File: src/rtl/lane_ctl_pkg.sv
package lane_ctl_pkg;

    typedef enum logic [0:0] {
        BOOT_SAMPLE = 1'b0,
        BOOT_RUN    = 1'b1
    } boot_state_e;

    localparam int NUM_REGS = 3;
    localparam int IDX_RST  = 0;
    localparam int IDX_PWR  = 1;
    localparam int IDX_DET  = 2;

endpackage

File: src/rtl/lane_ctl_boot_fsm.sv
module lane_ctl_boot_fsm
    import lane_ctl_pkg::*;
(
    input  logic clk,
    input  logic rst_n,
    output logic strap_load,
    output logic run
);

    boot_state_e state_q;
    boot_state_e state_d;

    // state register
    always_ff @(posedge clk or negedge rst_n) begin
        if (!rst_n) state_q <= BOOT_SAMPLE;
        else        state_q <= state_d;
    end

    // next state and outputs
    always_comb begin
        state_d    = state_q;
        strap_load = 1'b0;
        run        = 1'b0;
        unique case (state_q)
            BOOT_SAMPLE: begin
                strap_load = 1'b1;
                state_d    = BOOT_RUN;
            end
            BOOT_RUN: begin
                run = 1'b1;
            end
            default: state_d = BOOT_SAMPLE;
        endcase
    end

endmodule

File: src/rtl/lane_ctl_reg.sv
module lane_ctl_reg #(
    parameter int           W         = 8,
    parameter logic [W-1:0] RESET_VAL = '0
) (
    input  logic         clk,
    input  logic         rst_n,
    input  logic         load_en,
    input  logic [W-1:0] load_val,
    input  logic         wr_en,
    input  logic [W-1:0] wr_val,
    output logic [W-1:0] q
);

    always_ff @(posedge clk or negedge rst_n) begin
        if (!rst_n)       q <= RESET_VAL;
        else if (load_en) q <= load_val;
        else if (wr_en)   q <= wr_val;
    end

endmodule

File: src/rtl/lane_ctl_restart.sv
module lane_ctl_restart #(
    parameter int N = 8
) (
    input  logic         clk,
    input  logic         rst_n,
    input  logic         wr_hit,
    input  logic [N-1:0] wr_val,
    input  logic [N-1:0] cur_val,
    input  logic [N-1:0] pwr_on,
    input  logic [N-1:0] det_on,
    output logic [N-1:0] pulse
);

    logic [N-1:0] fire_d;

    // per-channel rising-edge detect, gated by power and detect enable
    for (genvar i = 0; i < N; i++) begin : g_ch
        assign fire_d[i] = wr_hit & wr_val[i] & ~cur_val[i] & pwr_on[i] & det_on[i];
    end

    always_ff @(posedge clk or negedge rst_n) begin
        if (!rst_n) pulse <= '0;
        else        pulse <= fire_d;
    end

endmodule

File: src/rtl/lane_ctl_bank.sv
module lane_ctl_bank
    import lane_ctl_pkg::*;
#(
    parameter int ADDR_W   = 8,
    parameter int DATA_W   = 8,
    parameter int ADDR_RST = 5,
    parameter int ADDR_PWR = 6,
    parameter int ADDR_DET = 7
) (
    input  logic              clk,
    input  logic              rst_n,
    input  logic              strap_rst_n,
    input  logic              strap_rxd_a,
    input  logic              strap_rxd_b,
    input  logic              wr_en,
    input  logic [ADDR_W-1:0] addr,
    input  logic [DATA_W-1:0] wr_data,
    output logic [DATA_W-1:0] rd_data,
    output logic [DATA_W-1:0] lane_pwr_dn,
    output logic [DATA_W-1:0] lane_det_en,
    output logic [DATA_W-1:0] lane_restart
);

    localparam int NCH = DATA_W;

    logic strap_load;
    logic run;

    logic [NUM_REGS-1:0] hit;
    logic [DATA_W-1:0]   reg_q    [NUM_REGS];
    logic [DATA_W-1:0]   load_val [NUM_REGS];
    logic [DATA_W-1:0]   det_strap;

    logic [DATA_W-1:0] rst_q;
    logic [DATA_W-1:0] pwr_q;
    logic [DATA_W-1:0] det_q;

    lane_ctl_boot_fsm u_boot (
        .clk        (clk),
        .rst_n      (rst_n),
        .strap_load (strap_load),
        .run        (run)
    );

    assign hit[IDX_RST] = (addr == ADDR_W'(ADDR_RST));
    assign hit[IDX_PWR] = (addr == ADDR_W'(ADDR_PWR));
    assign hit[IDX_DET] = (addr == ADDR_W'(ADDR_DET));

    // odd bit positions are A channels, even positions B channels
    for (genvar c = 0; c < NCH; c++) begin : g_strap
        if (c % 2 == 1) begin : g_a
            assign det_strap[c] = strap_rxd_a;
        end else begin : g_b
            assign det_strap[c] = strap_rxd_b;
        end
    end

    assign load_val[IDX_RST] = {DATA_W{strap_rst_n}};
    assign load_val[IDX_PWR] = {DATA_W{1'b1}};
    assign load_val[IDX_DET] = det_strap;

    for (genvar r = 0; r < NUM_REGS; r++) begin : g_reg
        localparam logic [DATA_W-1:0] RV = (r == IDX_PWR) ? {DATA_W{1'b1}} : '0;
        lane_ctl_reg #(
            .W         (DATA_W),
            .RESET_VAL (RV)
        ) u_reg (
            .clk      (clk),
            .rst_n    (rst_n),
            .load_en  (strap_load),
            .load_val (load_val[r]),
            .wr_en    (run & wr_en & hit[r]),
            .wr_val   (wr_data),
            .q        (reg_q[r])
        );
    end

    assign rst_q = reg_q[IDX_RST];
    assign pwr_q = reg_q[IDX_PWR];
    assign det_q = reg_q[IDX_DET];

    lane_ctl_restart #(
        .N (NCH)
    ) u_restart (
        .clk     (clk),
        .rst_n   (rst_n),
        .wr_hit  (run & wr_en & hit[IDX_RST]),
        .wr_val  (wr_data),
        .cur_val (rst_q),
        .pwr_on  (pwr_q),
        .det_on  (det_q),
        .pulse   (lane_restart)
    );

    always_comb begin
        rd_data = '0;
        for (int r = 0; r < NUM_REGS; r++) begin
            if (hit[r]) rd_data = reg_q[r];
        end
    end

    assign lane_pwr_dn = ~pwr_q;
    assign lane_det_en = det_q;

endmodule

File: config.mk
export PLATFORM = sky130hd
export DESIGN_NAME = lane_ctl_bank
export DESIGN_NICKNAME = d
export VERILOG_FILES = /design/src/rtl/lane_ctl_pkg.sv /design/src/rtl/lane_ctl_boot_fsm.sv /design/src/rtl/lane_ctl_reg.sv /design/src/rtl/lane_ctl_restart.sv /design/src/rtl/lane_ctl_bank.sv
export SDC_FILE = /design/constraint.sdc
export NUM_CORES = 1
export LEC_CHECK = 0
export ABC_CLOCK_PERIOD_IN_PS = 1400
export BUFFER_PORTS_ARGS = -buffer_cell sky130_fd_sc_hd__buf_2
export CAP_MARGIN = 10
export CORE_ASPECT_RATIO = 0.6
export CORE_MARGIN = 1.5
export CORE_UTILIZATION = 47
export DETAILED_ROUTE_END_ITERATION = 16
export GPL_TIMING_DRIVEN = 0
export PLACE_DENSITY_LB_ADDON = 0.05
export SLEW_MARGIN = 0
export SYNTH_ARGS = -nofsm -noshare
export SYNTH_HDL_FRONTEND = slang
export SYNTH_SLANG_ARGS = --single-unit
File: constraint.sdc
create_clock -name clk -period 1.4 [get_ports clk]
set_input_delay 0.28 -clock clk [delete_from_list [all_inputs] [get_ports clk]]
set_output_delay 0.28 -clock clk [all_outputs]
set_load 0.05 [all_outputs]
Yosys cells after proc, flatten, opt, wreduce, memory -nomap -nowiden
Cells that the tools add are included.

Logic and storage cells: 66. Output and inout bits: 32. Register bits after elaboration: 33. Input bits: 22.

Equal/unequal tests: 6. Multiplexer cells: 10. Bitwise gates (word level): 45.

Operators by type and width (number): $mux 8 (9); $and 1x1->1 (36); $eq 8x3->1 const B (3); $not 1->1 (8); $not 8->8 (1); $ne 2x1->1 const B (3); $mux 1 (1).

Longest topological paths before layout
Gate-level depths: netlist of the first run.

Depth after elaboration: 7. Gate-level depth with buffers: 5.

Modules after synthesis
From an unflattened synthesis of the first run, not the netlist that was laid out.

Cell total of the unflattened synthesis: 176. Area, all modules: 1809.2 um^2.

Modules (own cells, without submodules): lane_ctl_reg at g_reg[0].u_reg ... (area each 372.9 um^2, times used 2, cells an instance 34, sequential area each 200.2 um^2); lane_ctl_reg at g_reg[1].u_reg (area each 382.9 um^2, times used 1, cells an instance 34, sequential area each 210.2 um^2); lane_ctl_bank (area each 324.1 um^2, times used 1, cells an instance 47, sequential area each 0.0 um^2); lane_ctl_restart (area each 324.1 um^2, times used 1, cells an instance 24, sequential area each 200.2 um^2); lane_ctl_boot_fsm (area each 32.5 um^2, times used 1, cells an instance 3, sequential area each 25.0 um^2).

Least setup slack after synthesis of the first run
OpenSTA, ideal clock, no wires.

Path type: input to output. Start: in addr[7]. End: out rd_data[0]. Arrival: 2.725 ns. Slack: -1.605 ns. Required time: 1.120 ns. Cell stages on the path: 4. Cell sequence: nor4_1 > buf_4 > nand2_2 > a2111oi_1.

Longest elaborated chain between the ends: 4.

RTL lines: start: declaration (RTL line lane_ctl_bank.sv:16) `input logic [ADDR_W-1:0] addr,`; $eq 8x3->1 (RTL line lane_ctl_bank.sv:45) `assign hit[IDX_RST] = (addr == ADDR_W'(ADDR_RST));`; $mux 8 (2 in a row) (RTL line lane_ctl_bank.sv:98) `if (hit[r]) rd_data = reg_q[r];`; $mux 8 (*) (RTL line lane_ctl_bank.sv:98); end: declaration (RTL line lane_ctl_bank.sv:18) `output logic [DATA_W-1:0] rd_data,`.

Every way passes the cells marked *; elsewhere a longest branch is shown, timed or not.

Worst setup path after layout of the first run
Start: reg g_reg[1].u_reg.q[1]. End: out rd_data[1].

Longest elaborated chain between the ends: 2.

RTL lines: start: declaration (RTL line lane_ctl_reg.sv:11) `output logic [W-1:0] q`; start signal: assignment (RTL line lane_ctl_reg.sv:16) `else if (load_en) q <= load_val;`; start signal: assignment (RTL line lane_ctl_reg.sv:17) `else if (wr_en) q <= wr_val;`; $mux 8 (2 in a row) (RTL line lane_ctl_bank.sv:98).

No other way between the ends.

==> reports/qor.txt, run 1 <==
Status -> complete, but fails checks
Failing checks -> design-rule violations, negative setup slack
Worst EP arrival -> 1510 ps
IO buf count -> 52
Crit end category -> primary output
Worst VDD drop -> 0.5179 mV
Area Growth Syn to Fin -> 61.05%
Count of non-filler cells in the finished layout -> 317
Root Buffer -> clkbuf_8
Ports -> 54
Clk buf depth -> 2
Clk Latency, worst-skew pair -> 290 ps
Max-cap violations -> 0
Post-synthesis cell type count -> 27
Sequential share of the synthesized area -> 44.33%
Overflow left after global routing -> 0
Drt pass-1 iters -> 11
Share of cells above drive strength 1 -> 55.19%
Number of global-route vias before repair -> 1868
Vert. Die Dim -> 52.06 um
Final hold viol count -> 0
Routed WL per cell -> 21.04 um
Core Area -> 0.003765 mm2
Bufs and invs on worst path -> 1
Die W -> 84.77 um
Antenna diodes -> 0
Effective utilization at floorplan -> 50.08%
Least-Margin Pin Slew -> 766.7 ps
CTS tree -> built
Tot GR Track Use -> 31.92%
Worst-path clk slew -> 70 ps
Critical Path Max Stage Delay -> 550 ps
Crit Path Category -> reg -> out
Worst hold-check path type -> in -> async
CP Data Required Time -> 1120 ps
CP Max Fanout -> 2
FMAX -> 558.4 MHz
Unrepaired setup endpoints after global routing -> true
Cell Area, Synth -> 0.001886 mm2
Slew Limit Headroom -> 48.89%
Full die area -> 0.004413 mm2
Crit-path slowest cell -> dfstp_2
Critical Path Source Type -> flip-flop
Placed Cells -> 293
Commonest non-fill, non-tap cells in the layout -> buf_2 (39), dfrtp_1 (24), buf_6 (21), nor2b_1 (17)
Syn Area/Cell -> 9.719 um2
Largest net degree at the start of global routing -> 34
Post-Route WL -> 6670 um
Nets -> 291
Iter 0 DRT Violations -> 211
Commonest non-fill, non-tap cell in the layout -> buf_2
Synthesized Nets -> 216
Post-DP HPWL -> 4174 um
Total CTS buffers -> 5
Clk sinks -> 33
Delay-heaviest family, CP -> flip-flops
DP Area -> 0.002395 mm2
Final min period -> 1791 ps
Routed via count -> 2027
Post-synthesis cell count -> 194
Routability cong. -> 0.8776
# DRC -> 3
Worst R2R Setup Slack -> 40 ps
Final period utilization -> 127.9%
Antenna Nets Post-Route -> 0
Synth top area share -> 33.18%
Yosys reg bits -> 33
Final Skew -> 2.711 ps
# H-tree levels -> 2
Fillers -> 238
Final WS setup -> -390.8 ps
Initial antenna violation count -> 0
First-pass GRT wire length -> 10140 um
Leakage power -> 0.001289 uW
Via density -> 6.394
Cells along the critical path -> a21oi_2, a2111oi_4, buf_6
Design area -> 0.003037 mm2
Max Slew Vio Count -> 0
Largest cells by area after synthesis -> dfrtp_1 (33%), dfstp_2 (11%), o31ai_2 (6.6%)
Area leader, netlist -> dfrtp_1
Setup violators final -> 14
Floorplan row count -> 17
Pwr/cell area -> 824.5 mW/mm2
Yosys warning count -> 0
[metrics by stage]
| stage | total power (uW) | setup WS [ps] | hold WS, ps | setup TNS (ps) | util (%) |
|---|---|---|---|---|---|
| 2_1_floorplan | 1331 | -486.6 | -15.59 | -4526 | - |
| 3_3_place_gp | 1478 | -626.0 | 388.3 | -14030 | 63.61 |
| 3_5_place_dp | 1486 | -635.8 | 389.0 | -13690 | 63.61 |
| 4_1_cts | 2462 | -375.9 | 72.83 | -2976 | 74.58 |
| 5_1_grt | 2590 | -417.8 | 104.1 | -3703 | 80.66 |
| 6_report | 2504 | -390.8 | 53.64 | -3111 | 80.66 |
[flip-flops by register name, indices dropped and copies added, names as in the netlist]
| register | count |
|---|---|
| u_boot.state_q | 1 |
| u_restart.pulse | 8 |
| g.u_reg.q | 24 |
[cells by family after synthesis]
kind of cell	after synthesis	synth area share, %
flops	33	44.33
mux	8	4.247
other cells	1	0.1989
compound gates	48	20.70
simple gates	69	22.23
buf+inv	35	8.295
[power by group]
part | internal [uW] | total, uW | leakage [uW] | switching, uW
combinational | 148 | 470 | 0.000845 | 322
sequential | 998 | 1070 | 0.000385 | 70.5
clock | 581 | 965 | 0.0000585 | 385
[final cells by class]
class | instances | area, um2 | area share, %
plain buffers | 16 | 146.4 | 4.821
clock buffers | 7 | 86.33 | 2.843
clock inverters | 1 | 30.03 | 0.9889
inverters | 17 | 83.83 | 2.761
multi-input cells | 126 | 1216 | 40.05
flip-flops and latches | 33 | 837.1 | 27.56
well taps | 47 | 58.81 | 1.937
repair buffers | 70 | 578.1 | 19.04
[Yosys cell counts]
master     instances
a21oi_1            8
inv_1             16
o31ai_2           10
nand4_1           16
nand4b_1           1
clkinv_1           1
clkbuf_1          10
o31ai_1            6
nand2_1            8
a2111oi_1          8
nand2_2            1
and4_1             1
mux2i_1            8
nor2b_1           18
or4_4              1
buf_2              5
a31oi_1           16
dfstp_2            8
buf_6              2
nand4_2            1
and4b_1            1
buf_4              1
nor4_1             9
dfrtp_1           25
nor2_1            11
nand4_4            1
conb_1             1
[final timing paths]
path / cells past startpoint / endpoint / start
max: 3 / rd_data[1] / g_reg[1].u_reg.q[1]$_DFFE_PN1P_
min: 1 / u_restart.pulse[2]$_DFF_PN0_ / rst_n
max reg2reg: 3 / g_reg[0].u_reg.q[2]$_DFFE_PN0P_ / u_boot.state_q$_DFF_PN0_
min reg2reg: 1 / u_restart.pulse[0]$_DFF_PN0_ / g_reg[0].u_reg.q[0]$_DFFE_PN0P_
max in group asynchronous: 1 / u_boot.state_q$_DFF_PN0_ / rst_n
min in group clk: 3 / u_restart.pulse[0]$_DFF_PN0_ / wr_data[0]
[metal layers]
metal	global-route usage, %	routed length, um
met5	0	0
met4	11.48	171
met3	11.11	727
met2	46.80	2978
met1	43.80	2793
[what timing repair did]
action,4_1_cts,5_1_grt
setup buffers,10,9
resized for setup,65,44
hold buffers,0,0
pin swaps,20,3
endpoints found under the setup margin,40,42
(Power assumes the default switching activity.)
==> run 2, diff against run 1 <==
CORE_UTILIZATION = 40   (was 47)
CTS_CLUSTER_SIZE = 8   (was default)
==> run 2 against run 1 <==
  * The flow finishes with violations (negative setup slack)
  * Clock-buffer cell count shrank 1
  * Die area grew 17%
  * Power shrank 11%
  * Sequential power is essentially flat
  * Critical path type is now in -> out
==> reports/qor.txt, run 2 (synthesized netlist as in run 1, its figures left out) <==
Status -> complete, but fails checks
Failing checks -> negative setup slack
Setup WS pre-CTS -> -635.3 ps (+0.5350 ps)
Antenna Nets Post-Route -> 0 (unchanged)
Clk sinks -> 33 (unchanged)
First-pass GRT wire length -> 9887 um (-2.5%)
Critical Path Source Type -> input pin
Area Growth Syn to Fin -> 54.15%
Least-Margin Pin Slew -> 773.8 ps (+7.124 ps)
Share of cells above drive strength 1 -> 53.38% (-1.8 points)
Register with the most flip-flops -> g.u_reg.q
IO buf count -> 52 (unchanged)
Overflow left after global routing -> 0 (unchanged)
Bufs and invs on worst path -> 3 (+2)
Max Slew Vio Count -> 0 (unchanged)
Initial antenna violation count -> 0 (unchanged)
Core Area -> 0.004541 mm2 (+21%)
Delay-heaviest family, CP -> buffers and inverters
Floorplan row count -> 19 (+2)
Final min period -> 1762 ps (-28.49 ps)
Commonest non-fill, non-tap cell in the layout -> buf_2
Via density -> 5.617 (-12%)
Number of global-route vias before repair -> 1767 (-5.4%)
Routed via count -> 1848 (-8.8%)
Effective utilization at floorplan -> 41.53% (-8.6 points)
Count of non-filler cells in the finished layout -> 329 (+3.8%)
Clk buf depth -> 2 (unchanged)
Final WS setup -> -362.3 ps (+28.49 ps)
Final hold viol count -> 0 (unchanged)
Max-cap violations -> 0 (unchanged)
CTS tree -> built
Worst VDD drop -> 0.3829 mV (-26%)
Commonest non-fill, non-tap cells in the layout -> buf_2 (39), dfrtp_1 (24), buf_6 (21), nor2b_1 (17)
Worst EP arrival -> 1480 ps (-30 ps)
Max reg flops -> 24 (unchanged)
Crit end category -> primary output
Leakage power -> 0.001239 uW (-3.9%)
Critical Path Max Stage Delay -> 350 ps (-200 ps)
Ports -> 54 (unchanged)
Setup violators final -> 11 (-3)
Pwr/cell area -> 764.6 mW/mm2 (-7.3%)
Largest net degree at the start of global routing -> 34 (unchanged)
Post-DP HPWL -> 4126 um (-1.2%)
Full die area -> 0.005148 mm2 (+17%)
Routability cong. -> 0.8026 (-8.5%)
Hold-fix buffers, CTS -> 0 (unchanged)
Sum of negative setup slack -> -2867 ps (+243.6 ps)
Unrepaired setup endpoints after global routing -> true
Tot GR Track Use -> 25.64% (-6.3 points)
CP Max Fanout -> 10 (+8)
Die W -> 91.64 um (+8.1%)
Worst hold-check path type -> in -> async
Cells along the critical path -> buf_2, clkbuf_8, a21oi_2, a2111oi_4, buf_6
# DRC -> 0 (-3)
Critical path depth -> 5 (+2)
Final period utilization -> 125.9% (-2.0 points)
Crit-path slowest cell -> a2111oi_4
Worst-path clk slew -> 70 ps (about the same)
R2R depth -> 3 (unchanged)
Nets -> 287 (-1.4%)
Crit Path Category -> in -> out
Clk Latency, worst-skew pair -> 280 ps (about the same)
Antenna diodes -> 0 (unchanged)
Total CTS buffers -> 5 (unchanged)
Root Buffer -> clkbuf_8
Post-Route WL -> 6435 um (-3.5%)
Vert. Die Dim -> 56.18 um (+7.9%)
# H-tree levels -> 2 (unchanged)
Biggest regs -> g.u_reg.q (24), u_restart.pulse (8), u_boot.state_q (1)
Placed Cells -> 309 (+5.5%)
FMAX -> 567.4 MHz (+1.6%)
Slew Limit Headroom -> 48.41% (-0.47 points)
CP Data Required Time -> 1120 ps (about the same)
Final Skew -> 7.415 ps (+4.704 ps)
Routed WL per cell -> 19.56 um (-7.0%)
Iter 0 DRT Violations -> 209 (-0.95%)
Drt pass-1 iters -> 4 (-7)
[run 2: final cells by class]
type	count	area, um2
Multi-Input combinational cell	126	1199
Clock buffer	6	72.57
Fill cell	400	1634
Sequential cell	33	837.1
Inverter	17	72.57
Buffer	15	131.4
Timing Repair Buffer	67	505.5
Clock inverter	2	10.01
Tap cell	63	78.83
[run 2: metrics by stage]
stage	power [uW]	hold WS [ps]	area, um2	util, %
floorplan	1331	-15.59	2076	-
global placement	1482	398.4	2415	53.18
detailed placement	1485	407.0	2415	53.18
CTS	2217	94.92	2703	59.52
global route	2334	118.6	2907	64.01
finish	2222	69.71	2907	64.01
[run 2: timing repair]
action	4_1_cts	5_1_grt
pin swaps	14	11
buffers inserted	7	8
resized for setup	47	41
gates cloned	0	0
endpoints found under the hold margin	0	0
setup endpoints to repair	40	32
[run 2: report_power, final]
part | internal [uW] | switching (uW) | total, uW
Clock | 345 | 358 | 703
Sequential | 998 | 65.5 | 1060
Combinational | 142 | 314 | 456
[run 2: worst reg2reg max path, cell delays in order (launching register included)]
cell,delay [ps]
dfrtp_2,500
buf_2,270
clkbuf_2,270
a31oi_1,110
[run 2: routing by layer]
metal | GRT usage [%] | routed length [um] | up-vias
li1 | - | - | 869
met1 | 39.69 | 3007 | 910
met2 | 36.25 | 2862 | 65
met3 | 5.328 | 543 | 4
met4 | 5.804 | 21 | 0
met5 | 0 | 0 | -
[run 2: worst paths after layout]
kind	start	endpoint	slack [ps]
setup reg to reg	u_boot.state_q$_DFF_PN0_	g_reg[0].u_reg.q[6]$_DFFE_PN0P_	100
hold / removal	rst_n	u_restart.pulse[7]$_DFF_PN0_	70
max in group asynchronous	rst_n	u_boot.state_q$_DFF_PN0_	790
setup / recovery	addr[1]	rd_data[6]	-360
hold reg to reg	g_reg[0].u_reg.q[0]$_DFFE_PN0P_	u_restart.pulse[0]$_DFF_PN0_	490
min in group clk	wr_data[7]	u_restart.pulse[7]$_DFF_PN0_	270
